### config.mk
export PLATFORM = sky130hd
export DESIGN_NAME = bank_util_alloc
export DESIGN_NICKNAME = d
export VERILOG_FILES = /design/src/rtl/bmu_pkg.sv /design/src/rtl/bmu_argmax.sv /design/src/rtl/bmu_pair_split.sv /design/src/rtl/bank_util_alloc.sv
export SDC_FILE = /design/constraint.sdc
export NUM_CORES = 1
export LEC_CHECK = 0
export BUFFER_PORTS_ARGS = -buffer_cell sky130_fd_sc_hd__buf_2
export CORE_AREA = 2 2 677 679
export CTS_CLUSTER_DIAMETER = 30
export DETAILED_ROUTE_END_ITERATION = 8
export DIE_AREA = 0 0 679 681
export GPL_TIMING_DRIVEN = 1
export PLACE_DENSITY_LB_ADDON = 0.3
export SLEW_MARGIN = 0
export SYNTH_ARGS = -nofsm -noshare
export SYNTH_HDL_FRONTEND = slang
export SYNTH_SLANG_ARGS = --single-unit
### constraint.sdc
create_clock -name clk_i -period 35.2 [get_ports clk_i]
set_input_delay 3.52 -clock clk_i [delete_from_list [all_inputs] [get_ports clk_i]]
set_output_delay 3.52 -clock clk_i [all_outputs]
set_load 0.01 [all_outputs]
### src/rtl/bmu_pkg.sv
package bmu_pkg;
  typedef enum logic [2:0] {
    ST_IDLE,
    ST_GREEDY,
    ST_CENTRAL,
    ST_LOCAL,
    ST_DONE
  } bmu_state_e;
endpackage

### src/rtl/bmu_argmax.sv
// Signed maximum over N candidates; ties resolve to the lowest index.
module bmu_argmax #(
  parameter int N  = 8,
  parameter int W  = 10,
  localparam int IW = (N > 1) ? $clog2(N) : 1
) (
  input  logic [N-1:0][W-1:0] val_i,
  output logic [IW-1:0]       idx_o
);
  logic signed [W-1:0] best;

  always_comb begin
    idx_o = '0;
    best  = $signed(val_i[0]);
    for (int i = 1; i < N; i++) begin
      if ($signed(val_i[i]) > best) begin
        best  = $signed(val_i[i]);
        idx_o = IW'(i);
      end
    end
  end
endmodule

### src/rtl/bmu_pair_split.sv
// Divides the two local banks of a neighbour pair.
module bmu_pair_split #(
  parameter int WAYS = 8,
  parameter int AW   = 8,
  parameter int WW   = 4
) (
  input  logic [AW-1:0] a_ev_i,
  input  logic [AW-1:0] a_od_i,
  input  logic          cen_ev_i,
  input  logic          cen_od_i,
  output logic [WW-1:0] own_ev_o,
  output logic [WW-1:0] own_od_o,
  output logic [WW-1:0] bor_ev_o,
  output logic [WW-1:0] bor_od_o,
  output logic          split_o
);
  localparam int SW = AW + 2;
  localparam logic [WW-1:0] WFULL = WW'(WAYS);
  localparam logic [WW-1:0] WPAIR = WW'(2 * WAYS);

  logic signed [SW-1:0] diff, mid, cl;
  logic [WW-1:0] dc;

  assign diff = $signed({2'b00, a_ev_i}) - $signed({2'b00, a_od_i});
  assign mid  = (diff >>> 1) + $signed(SW'(WAYS));

  always_comb begin
    if (mid < $signed(SW'(1)))                 cl = $signed(SW'(1));
    else if (mid > $signed(SW'(2 * WAYS - 1))) cl = $signed(SW'(2 * WAYS - 1));
    else                                       cl = mid;
  end

  assign dc = cl[WW-1:0];

  always_comb begin
    own_ev_o = WFULL;
    own_od_o = WFULL;
    bor_ev_o = '0;
    bor_od_o = '0;
    split_o  = 1'b0;
    if (!cen_ev_i && !cen_od_i) begin
      if (dc <= WFULL) begin
        own_ev_o = dc;
        bor_od_o = WFULL - dc;
      end else begin
        bor_ev_o = dc - WFULL;
        own_od_o = WPAIR - dc;
      end
      split_o = (dc != WFULL);
    end
  end
endmodule

### src/rtl/bank_util_alloc.sv
module bank_util_alloc
  import bmu_pkg::*;
#(
  parameter int N_CORE    = 8,
  parameter int N_CENTRAL = 8,
  parameter int WAYS      = 8,
  parameter int HDEPTH    = 24,
  parameter int HW        = 8,
  localparam int TOTAL = (N_CORE + N_CENTRAL) * WAYS,
  localparam int AW    = $clog2(TOTAL + 1),
  localparam int CW    = $clog2(N_CORE),
  localparam int NW    = $clog2(N_CENTRAL + 1),
  localparam int WW    = $clog2(2 * WAYS),
  localparam int NPAIR = N_CORE / 2
) (
  input  logic                                    clk_i,
  input  logic                                    rst_ni,
  input  logic                                    start_i,
  input  logic [N_CORE-1:0][HDEPTH-1:0][HW-1:0]   hist_i,
  output logic                                    done_o,
  output logic [N_CORE-1:0][AW-1:0]               ways_o,
  output logic [N_CENTRAL-1:0][CW-1:0]            owner_o,
  output logic [N_CORE-1:0][NW-1:0]               ncen_o,
  output logic [N_CORE-1:0][WW-1:0]               own_o,
  output logic [N_CORE-1:0][WW-1:0]               borrow_o,
  output logic [NPAIR-1:0]                        split_o
);
  localparam int STEPS = TOTAL - N_CORE;
  localparam int SCW   = $clog2(STEPS + 1);
  localparam int VW    = ((HW > AW) ? HW : AW) + 2;
  localparam int SUMW  = AW + CW;

  bmu_state_e state_q;
  logic [SCW-1:0] step_q;
  logic [N_CORE-1:0][AW-1:0]    alloc_q;
  logic [N_CORE-1:0][NW-1:0]    ncen_q;
  logic [N_CENTRAL-1:0][CW-1:0] owner_q;
  logic [N_CORE-1:0][WW-1:0]    own_q, bor_q, own_d, bor_d;
  logic [NPAIR-1:0]             split_q, split_d;

  logic [N_CORE-1:0][VW-1:0] gain, defc, cand;
  logic [CW-1:0] win;
  logic accept;

  assign accept = start_i && (state_q == ST_IDLE || state_q == ST_DONE);

  // Candidate metric: marginal hits in greedy phase, signed deficit in central phase
  always_comb begin
    for (int c = 0; c < N_CORE; c++) begin
      gain[c] = '0;
      for (int k = 0; k < HDEPTH; k++)
        if (alloc_q[c] == AW'(k)) gain[c] = VW'(hist_i[c][k]);
      defc[c] = VW'(alloc_q[c]) - VW'(WAYS) - VW'(ncen_q[c]) * VW'(WAYS);
      cand[c] = (state_q == ST_GREEDY) ? gain[c] : defc[c];
    end
  end

  bmu_argmax #(.N(N_CORE), .W(VW)) u_pick (
    .val_i(cand),
    .idx_o(win)
  );

  for (genvar p = 0; p < NPAIR; p++) begin : g_pair
    bmu_pair_split #(.WAYS(WAYS), .AW(AW), .WW(WW)) u_split (
      .a_ev_i  (alloc_q[2*p]),
      .a_od_i  (alloc_q[2*p+1]),
      .cen_ev_i(ncen_q[2*p] != '0),
      .cen_od_i(ncen_q[2*p+1] != '0),
      .own_ev_o(own_d[2*p]),
      .own_od_o(own_d[2*p+1]),
      .bor_ev_o(bor_d[2*p]),
      .bor_od_o(bor_d[2*p+1]),
      .split_o (split_d[p])
    );
  end

  always_ff @(posedge clk_i or negedge rst_ni) begin
    if (!rst_ni) begin
      state_q <= ST_IDLE;
      step_q  <= '0;
      alloc_q <= '0;
      ncen_q  <= '0;
      owner_q <= '0;
      own_q   <= '0;
      bor_q   <= '0;
      split_q <= '0;
    end else begin
      case (state_q)
        ST_IDLE, ST_DONE: begin
          if (start_i) begin
            state_q <= ST_GREEDY;
            step_q  <= '0;
            for (int c = 0; c < N_CORE; c++) alloc_q[c] <= AW'(1);
            ncen_q  <= '0;
            owner_q <= '0;
            own_q   <= '0;
            bor_q   <= '0;
            split_q <= '0;
          end
        end
        ST_GREEDY: begin
          for (int c = 0; c < N_CORE; c++)
            if (win == CW'(c)) alloc_q[c] <= alloc_q[c] + AW'(1);
          if (step_q == SCW'(STEPS - 1)) begin
            state_q <= ST_CENTRAL;
            step_q  <= '0;
          end else begin
            step_q <= step_q + SCW'(1);
          end
        end
        ST_CENTRAL: begin
          for (int k = 0; k < N_CENTRAL; k++)
            if (step_q == SCW'(k)) owner_q[k] <= win;
          for (int c = 0; c < N_CORE; c++)
            if (win == CW'(c)) ncen_q[c] <= ncen_q[c] + NW'(1);
          if (step_q == SCW'(N_CENTRAL - 1)) state_q <= ST_LOCAL;
          step_q <= step_q + SCW'(1);
        end
        ST_LOCAL: begin
          own_q   <= own_d;
          bor_q   <= bor_d;
          split_q <= split_d;
          state_q <= ST_DONE;
        end
        default: state_q <= ST_IDLE;
      endcase
    end
  end

  assign done_o   = (state_q == ST_DONE);
  assign ways_o   = alloc_q;
  assign owner_o  = owner_q;
  assign ncen_o   = ncen_q;
  assign own_o    = own_q;
  assign borrow_o = bor_q;
  assign split_o  = split_q;

  logic [SUMW-1:0] ways_sum;
  always_comb begin
    ways_sum = '0;
    for (int c = 0; c < N_CORE; c++) ways_sum = ways_sum + SUMW'(alloc_q[c]);
  end

  a_r3_ways_total: assert property (@(posedge clk_i) disable iff (!rst_ni)
    done_o |-> ways_sum == SUMW'(TOTAL));

  a_r9_start_clears: assert property (@(posedge clk_i) disable iff (!rst_ni)
    accept |=> !done_o && state_q == ST_GREEDY);

  a_r10_busy_ignores: assert property (@(posedge clk_i) disable iff (!rst_ni)
    (state_q == ST_GREEDY && step_q != SCW'(STEPS - 1)) |=> state_q == ST_GREEDY);

  a_r11_hold: assert property (@(posedge clk_i) disable iff (!rst_ni)
    (done_o && !start_i) |=> done_o && $stable(alloc_q) && $stable(owner_q)
                             && $stable(ncen_q) && $stable(own_q) && $stable(bor_q)
                             && $stable(split_q));

  for (genvar c = 0; c < N_CORE; c++) begin : g_core_chk
    a_r5_full_local: assert property (@(posedge clk_i) disable iff (!rst_ni)
      (done_o && ncen_q[c] != '0) |-> own_q[c] == WW'(WAYS) && bor_q[c] == '0);
    a_r8_min_own: assert property (@(posedge clk_i) disable iff (!rst_ni)
      done_o |-> own_q[c] != '0 && alloc_q[c] != '0);
  end

  for (genvar p = 0; p < NPAIR; p++) begin : g_pair_chk
    a_r7_pair_local: assert property (@(posedge clk_i) disable iff (!rst_ni)
      done_o |-> (WW+2)'(own_q[2*p]) + (WW+2)'(bor_q[2*p]) + (WW+2)'(own_q[2*p+1])
                 + (WW+2)'(bor_q[2*p+1]) == (WW+2)'(2 * WAYS));
  end
endmodule

# After elaboration in Yosys (flattened, before gate mapping)

Cells that the tools add are included.

Bits of input ports: 1,539
Flip-flop bits (word level): 198
Output and inout bits: 189
Word-level logic and storage cells: 709

Equal/unequal tests: 233
Add/subtract/negate cells: 53
Muxes and demuxes: 298
Reductions and logical operators: 63
Magnitude comparators: 19

Operators by type and width:

| operator            | number |
|---|---|
| $mux 10             | 197 |
| $eq 8x4->1 const B  | 64 |
| $eq 8x5->1 const B  | 64 |
| $eq 8x3->1 const B  | 32 |
| $mux 4              | 49 |
| $pmux 32 s2         | 3 |
| $mux 8              | 17 |
| $eq 8x2->1 const B  | 16 |
| $pmux 64 s2         | 1 |
| $sub 9x8->10        | 8 |
| $reduce_and 3->1    | 25 |
| $sub 8x4->9 const B | 8 |
| $gt 10x10->1        | 7 |
| $add 8x1->8 const B | 8 |
| $eq 8x1->1 const B  | 8 |
| $logic_not 8->1     | 8 |
| $mux 64             | 1 |
| $pmux 24 s2         | 1 |
| $mux 3              | 15 |
| $add 8x5->9 const B | 4 |
| $gt 9x5->1 const B  | 4 |
| $lt 9x2->1 const B  | 4 |
| $sub 8x8->9         | 4 |
| $ne 2x2->1 const B  | 17 |
| other kinds (32)    | 101 |

# Longest topological paths before layout

Word-level depth: 43
Depth in mapped cells: 81
Depth with buffers taken out: 71

# Hierarchy

A second synthesis with hierarchy kept.

Cell total of the unflattened synthesis: 4,875
Area total of the unflattened synthesis: 34,047.7 µm²

Modules (own cells, without submodules):

| module          | area each (µm²) | sequential area each (µm²) | cells an instance | times used |
|---|---|---|---|---|
| bank_util_alloc | 27,371.3        | 4,954.8                    | 3,988             | 1 |
| bmu_pair_split  | 885.8           | 0.0                        | 113               | 4 |
| bmu_argmax      | 3,133.0         | 0.0                        | 435               | 1 |

# Least setup slack after synthesis

OpenSTA, ideal clock, no wires.

Kind: input to register
From: input port hist_i[137] (netlist name)
To: register alloc_q, in the netlist ways_o[13]
Stages on the path: 69
Path buffers: 8
Library setup time: 0.078 ns
Arrival: 18.448 ns
Required time: 35.122 ns
Setup slack: 16.674 ns
Cell sequence: or3b_2 a211oi_1 nor3_1 a211oi_1 a2111oi_4 a221oi_2 ha_1 nor2b_1 o31ai_1 a21oi_1 o311ai_0 nand2_1 mux2_4 ha_1 nor2b_1 o21a_1 o21ai_0 a21o_1 (+33 left out) o21ai_0 nand2_1 a221o_1 clkbuf_1 clkbuf_1 and3_1 a221o_1 ha_1 nor2b_1 o21a_1 o21ai_0 nand2_1 a221o_1 nor3_1 nand3_1 clkbuf_1 or4_1 a21oi_1

Longest elaborated chain between the ends: 25
Elaborated cells between the ends (all ways): 31
Those cells by class: order compare: 7; eq/ne: 2; mux: 21; reduce/logical: 1

RTL lines:

| item                           | line                   | source |
|---|---|---|
| start: declaration             | bank_util_alloc.sv:19  | `input logic [N_CORE-1:0][HDEPTH-1:0][HW-1:0] hist_i,` |
| $mux 10 * (7 in a row)         | bank_util_alloc.sv:52  | `if (alloc_q[c] == AW'(k)) gain[c] = VW'(hist_i[c][k]);` |
| $mux 10 *                      | bank_util_alloc.sv:54  | `cand[c] = (state_q == ST_GREEDY) ? gain[c] : defc[c];` |
| $gt 10x10->1                   | bmu_argmax.sv:16       | `if ($signed(val_i[i]) > best) begin` |
| $mux 10                        | bmu_argmax.sv:16       |  |
| $gt 10x10->1                   | bmu_argmax.sv:16       |  |
| $mux 10                        | bmu_argmax.sv:16       |  |
| $gt 10x10->1                   | bmu_argmax.sv:16       |  |
| $mux 10                        | bmu_argmax.sv:16       |  |
| (+3 left out)                  | -                      |  |
| $mux 10                        | bmu_argmax.sv:16       |  |
| $gt 10x10->1                   | bmu_argmax.sv:16       |  |
| $mux 10                        | bmu_argmax.sv:16       |  |
| $gt 10x10->1                   | bmu_argmax.sv:16       |  |
| $mux 3 *                       | bmu_argmax.sv:16       |  |
| $eq 3x1->1 *                   | bank_util_alloc.sv:103 | `if (win == CW'(c)) alloc_q[c] <= alloc_q[c] + AW'(1);` |
| $ne 2x1->1 (no line) *         | -                      |  |
| $reduce_and 3->1 (no line) *   | -                      |  |
| end signal: indexed assignment | bank_util_alloc.sv:103 |  |
| end: declaration               | bank_util_alloc.sv:35  | `logic [N_CORE-1:0][AW-1:0] alloc_q;` |

Mark *: on every way between the ends. The rest lies on a longest branch, timed or not.
A chain may end at the register's enable or synchronous reset.

# Worst setup path after layout

From: input port hist_i[137] (netlist name)
To: register ncen_q, in the netlist ncen_o[11]

Longest elaborated chain between the ends: 25
Elaborated cells between the ends (all ways): 31
Those cells by class: order compare: 7; eq/ne: 2; mux: 21; reduce/logical: 1

RTL lines:

| item                           | line                   | source |
|---|---|---|
| $mux 10 * (7 in a row)         | bank_util_alloc.sv:52  |  |
| $mux 10 *                      | bank_util_alloc.sv:54  |  |
| $gt 10x10->1                   | bmu_argmax.sv:16       |  |
| $mux 10                        | bmu_argmax.sv:16       |  |
| $gt 10x10->1                   | bmu_argmax.sv:16       |  |
| $mux 10                        | bmu_argmax.sv:16       |  |
| $gt 10x10->1                   | bmu_argmax.sv:16       |  |
| $mux 10                        | bmu_argmax.sv:16       |  |
| (+3 left out)                  | -                      |  |
| $mux 10                        | bmu_argmax.sv:16       |  |
| $gt 10x10->1                   | bmu_argmax.sv:16       |  |
| $mux 10                        | bmu_argmax.sv:16       |  |
| $gt 10x10->1                   | bmu_argmax.sv:16       |  |
| $mux 3 *                       | bmu_argmax.sv:16       |  |
| $eq 3x2->1 *                   | bank_util_alloc.sv:115 | `if (win == CW'(c)) ncen_q[c] <= ncen_q[c] + NW'(1);` |
| $ne 2x2->1 (no line) *         | -                      |  |
| $reduce_and 3->1 (no line) *   | -                      |  |
| end signal: indexed assignment | bank_util_alloc.sv:115 |  |
| end: declaration               | bank_util_alloc.sv:36  | `logic [N_CORE-1:0][NW-1:0] ncen_q;` |

Marked as above.

==> flow_metrics.env <==
export IMPL_drive_gt1_share_pct=31.7
export IMPL_groute_usage_overall_pct=17.9
export IMPL_nets=8676
export IMPL_rrSetupSlack_ns=13.60
export IMPL_grt_max_degree=58
export IMPL_synth_ff_type="dfrtp_1"
export IMPL_maxCapViolCount=0
export IMPL_cts_sinks=190
export IMPL_worstHoldStart="borrow_o[17]"
export IMPL_viasPerCell=4.18
export IMPL_yosysWarnings=0
export IMPL_postRouteAntennaNets=0
export IMPL_hp_class="flip-flop to flip-flop"
export IMPL_r2r_cells=65
export IMPL_crit_fanout=25
export IMPL_post_cts_hold_buffer_count=0
export IMPL_grt_pass1_vias=53300
export IMPL_grt_pass1_wl_um=551000
export IMPL_synth_area_leaders="dfrtp_1, ha_1, a21oi_1"
export IMPL_core_sq_mm=0.455
export IMPL_critical_path_required_ns=35.63
export IMPL_drt_first_pass_iters=6
export IMPL_initial_core_util_pct=7.97
export IMPL_whs_ns=0.490
export IMPL_cts_root_buffer_cell="clkbuf_16"
export IMPL_r2r_end="ncen_o[11]"
export IMPL_place_gp_congestion=0.983
export IMPL_synthesis_nets=7089
export IMPL_crit_type="primary input to flip-flop"
export IMPL_start_kind="primary input"
export IMPL_setup_viol=0
export IMPL_synth_cells=5320
export IMPL_ys_seq_elements=190
export IMPL_cp_slowest_cell="a221oi_2"
export IMPL_cts_setup_buffers=0
export IMPL_antenna_found_initial=201
export IMPL_yosysTopAreaCell="dfrtp_1"
export IMPL_timing_slew_headroom_pct=7.09
export IMPL_synth_top_area_share_pct=13.1
export IMPL_drt_initial_drc_count=5076
export IMPL_clock_fmax_mhz=44.3
export IMPL_insertion_delay_ns=0.60
export IMPL_rsz0062_at_grt="no"
export IMPL_syn_mean_instance_area_sq_um=6.82
export IMPL_hold_end="borrow_o[17]"
export IMPL_syn_area_sq_mm=0.0363
export IMPL_cts_tree="built"
export IMPL_whs_path_depth=2
export IMPL_die_y_um=681
export IMPL_overflow=0
export IMPL_drt_wl_total_um=436000
export IMPL_fin_worst_skew_ns=0.0539
export IMPL_yosys_cell_types_count=107
export IMPL_timing_final_crit_share_pct=64.1
export IMPL_path_clk_slew_ns=0.09
export IMPL_drv_slew=0
export IMPL_layout_min_cycle_time_ns=22.55
export IMPL_cts_resized=0
export IMPL_area_growth_pct=48.8
export IMPL_crit_path_max_incr_delay_ns=0.89
export IMPL_die_area_sq_mm=0.462
export IMPL_ys_seq_area_share_pct=13.1
export IMPL_io_pins=1728
export IMPL_hold_viol_final=0
export IMPL_wire_per_inst_um=33.4
export IMPL_cts_htree_levels=4
export IMPL_routed_via_count=54500
export IMPL_critPathCaptureType="flip-flop"
export IMPL_arrival_ns=22.98
export IMPL_synth_edf_count=0
export IMPL_rows=248
export IMPL_r2r_start="ways_o[1]"
export IMPL_finalSetupTns_ns=0
export IMPL_synthArstFlopShare_pct=100
export IMPL_dieWidth_um=679
export IMPL_cts_made_buffers=21
export IMPL_numPortBuffers=1727
export IMPL_tightest_slew_ns=1.38
export IMPL_drc=0
export IMPL_dp_hpwl_um=380000
export IMPL_status="complete, no violations"
export IMPL_cts_buffer_depth=3
## per-layer routing
metal  wire length (um)  vias up  global-route usage (%)
met2             213000     2731                    31.3
met4              18600       86                    6.81
met1             169000    27200                    20.6
li1                   -    24000                       -
met3              35100      604                    4.95
met5                548        -                       0
## critical path: cells and delay by family
kind / cells / cell delay (ns)
simple gates: 22 / 5.08
fa+ha+maj: 7 / 2.18
compound gates: 30 / 11.14
buf+inv: 1 / 0.10
mux: 3 / 0.89
## metrics by stage
step	setup slack [ns]	cell area, sq um	cells	util [%]
after floorplan	16.67	36300	5320	-
after global placement	12.22	53000	12900	11.6
after detailed placement	12.19	53000	12900	11.6
after CTS	12.75	53700	12900	11.8
after global routing	10.90	53800	13000	11.8
final	12.65	54000	13000	11.9
## registers in the layout, summed over array words and instances, names as in the netlist
signal    count
borrow_o     24
state_q       3
own_o        32
ways_o       64
step_q        7
split_o       4
ncen_o       32
owner_o      24
## synth_stat cells (73+ instances only)
cell      number
a31oi_1       93
nor3_1       218
o21a_1        77
a21oi_1      416
a211oi_1      78
dfrtp_1      190
clkbuf_1     343
o22ai_1      160
and3_1        73
a221oi_1      99
a22oi_1       75
nand2b_1      77
inv_1        192
nor2_1       422
nand2_1      487
o31ai_1       77
o211ai_1      94
ha_1         218
nor2b_1       77
nand3_1      246
o21ai_0      367
## area by class of cell
cell class	instances	area (sq um)
fillers	53600	401000
multi-input cells	4526	29500
flip-flops and latches	190	4770
clock inverters	11	141
repair buffers	1966	10400
clock buffers	22	539
diodes	121	303
well taps	6000	7510
inverters	202	758
## cell usage in the layout (no fill, tap or decap), types with 64 or more instances in the layout
master,instances
nand2b_1,77
nand2_1,486
a22oi_1,75
a221oi_1,96
xnor2_1,65
nand4_1,64
o21a_1,77
inv_1,192
o22ai_1,157
ha_1,208
nor2_1,417
a31oi_1,91
buf_2,1726
o31ai_1,73
a211oi_1,76
o211ai_1,94
diode_2,121
a21o_1,68
a21oi_1,408
dfrtp_1,181
nand3_1,246
o21ai_0,361
and3_1,73
buf_4,239
nor2b_1,71
nor3_1,215
## cell families (layout without fill, tap and decap cells)
logic type	after synthesis	after routing	synth area share, %
DFF	190	190	13.1
adders and majority gates	230	230	8.18
muxes	33	33	0.952
and+or+nand+nor	2002	2002	27.7
other	0	121	0
AOI/OAI and AO/OA	2165	2165	41.3
buffers and inverters	604	2201	6.43
xor gates and xnor gates	96	96	2.32
## worst max-delay path by stage
stage                      from    endpoint  slack (ns)  depth (start not counted)
floorplan           hist_i[137]  ways_o[13]       16.67                         69
finish              hist_i[137]  ncen_o[11]       12.65                         63
CTS                 hist_i[137]  ncen_o[11]       12.75                         63
global placement    hist_i[137]  ncen_o[11]       12.22                         63
global route        hist_i[137]  ncen_o[11]       10.90                         63
detailed placement  hist_i[137]  ncen_o[11]       12.19                         63
Power is not shown: default switching activity piles up to over one toggle a cycle in this logic, so the estimate is an artifact.
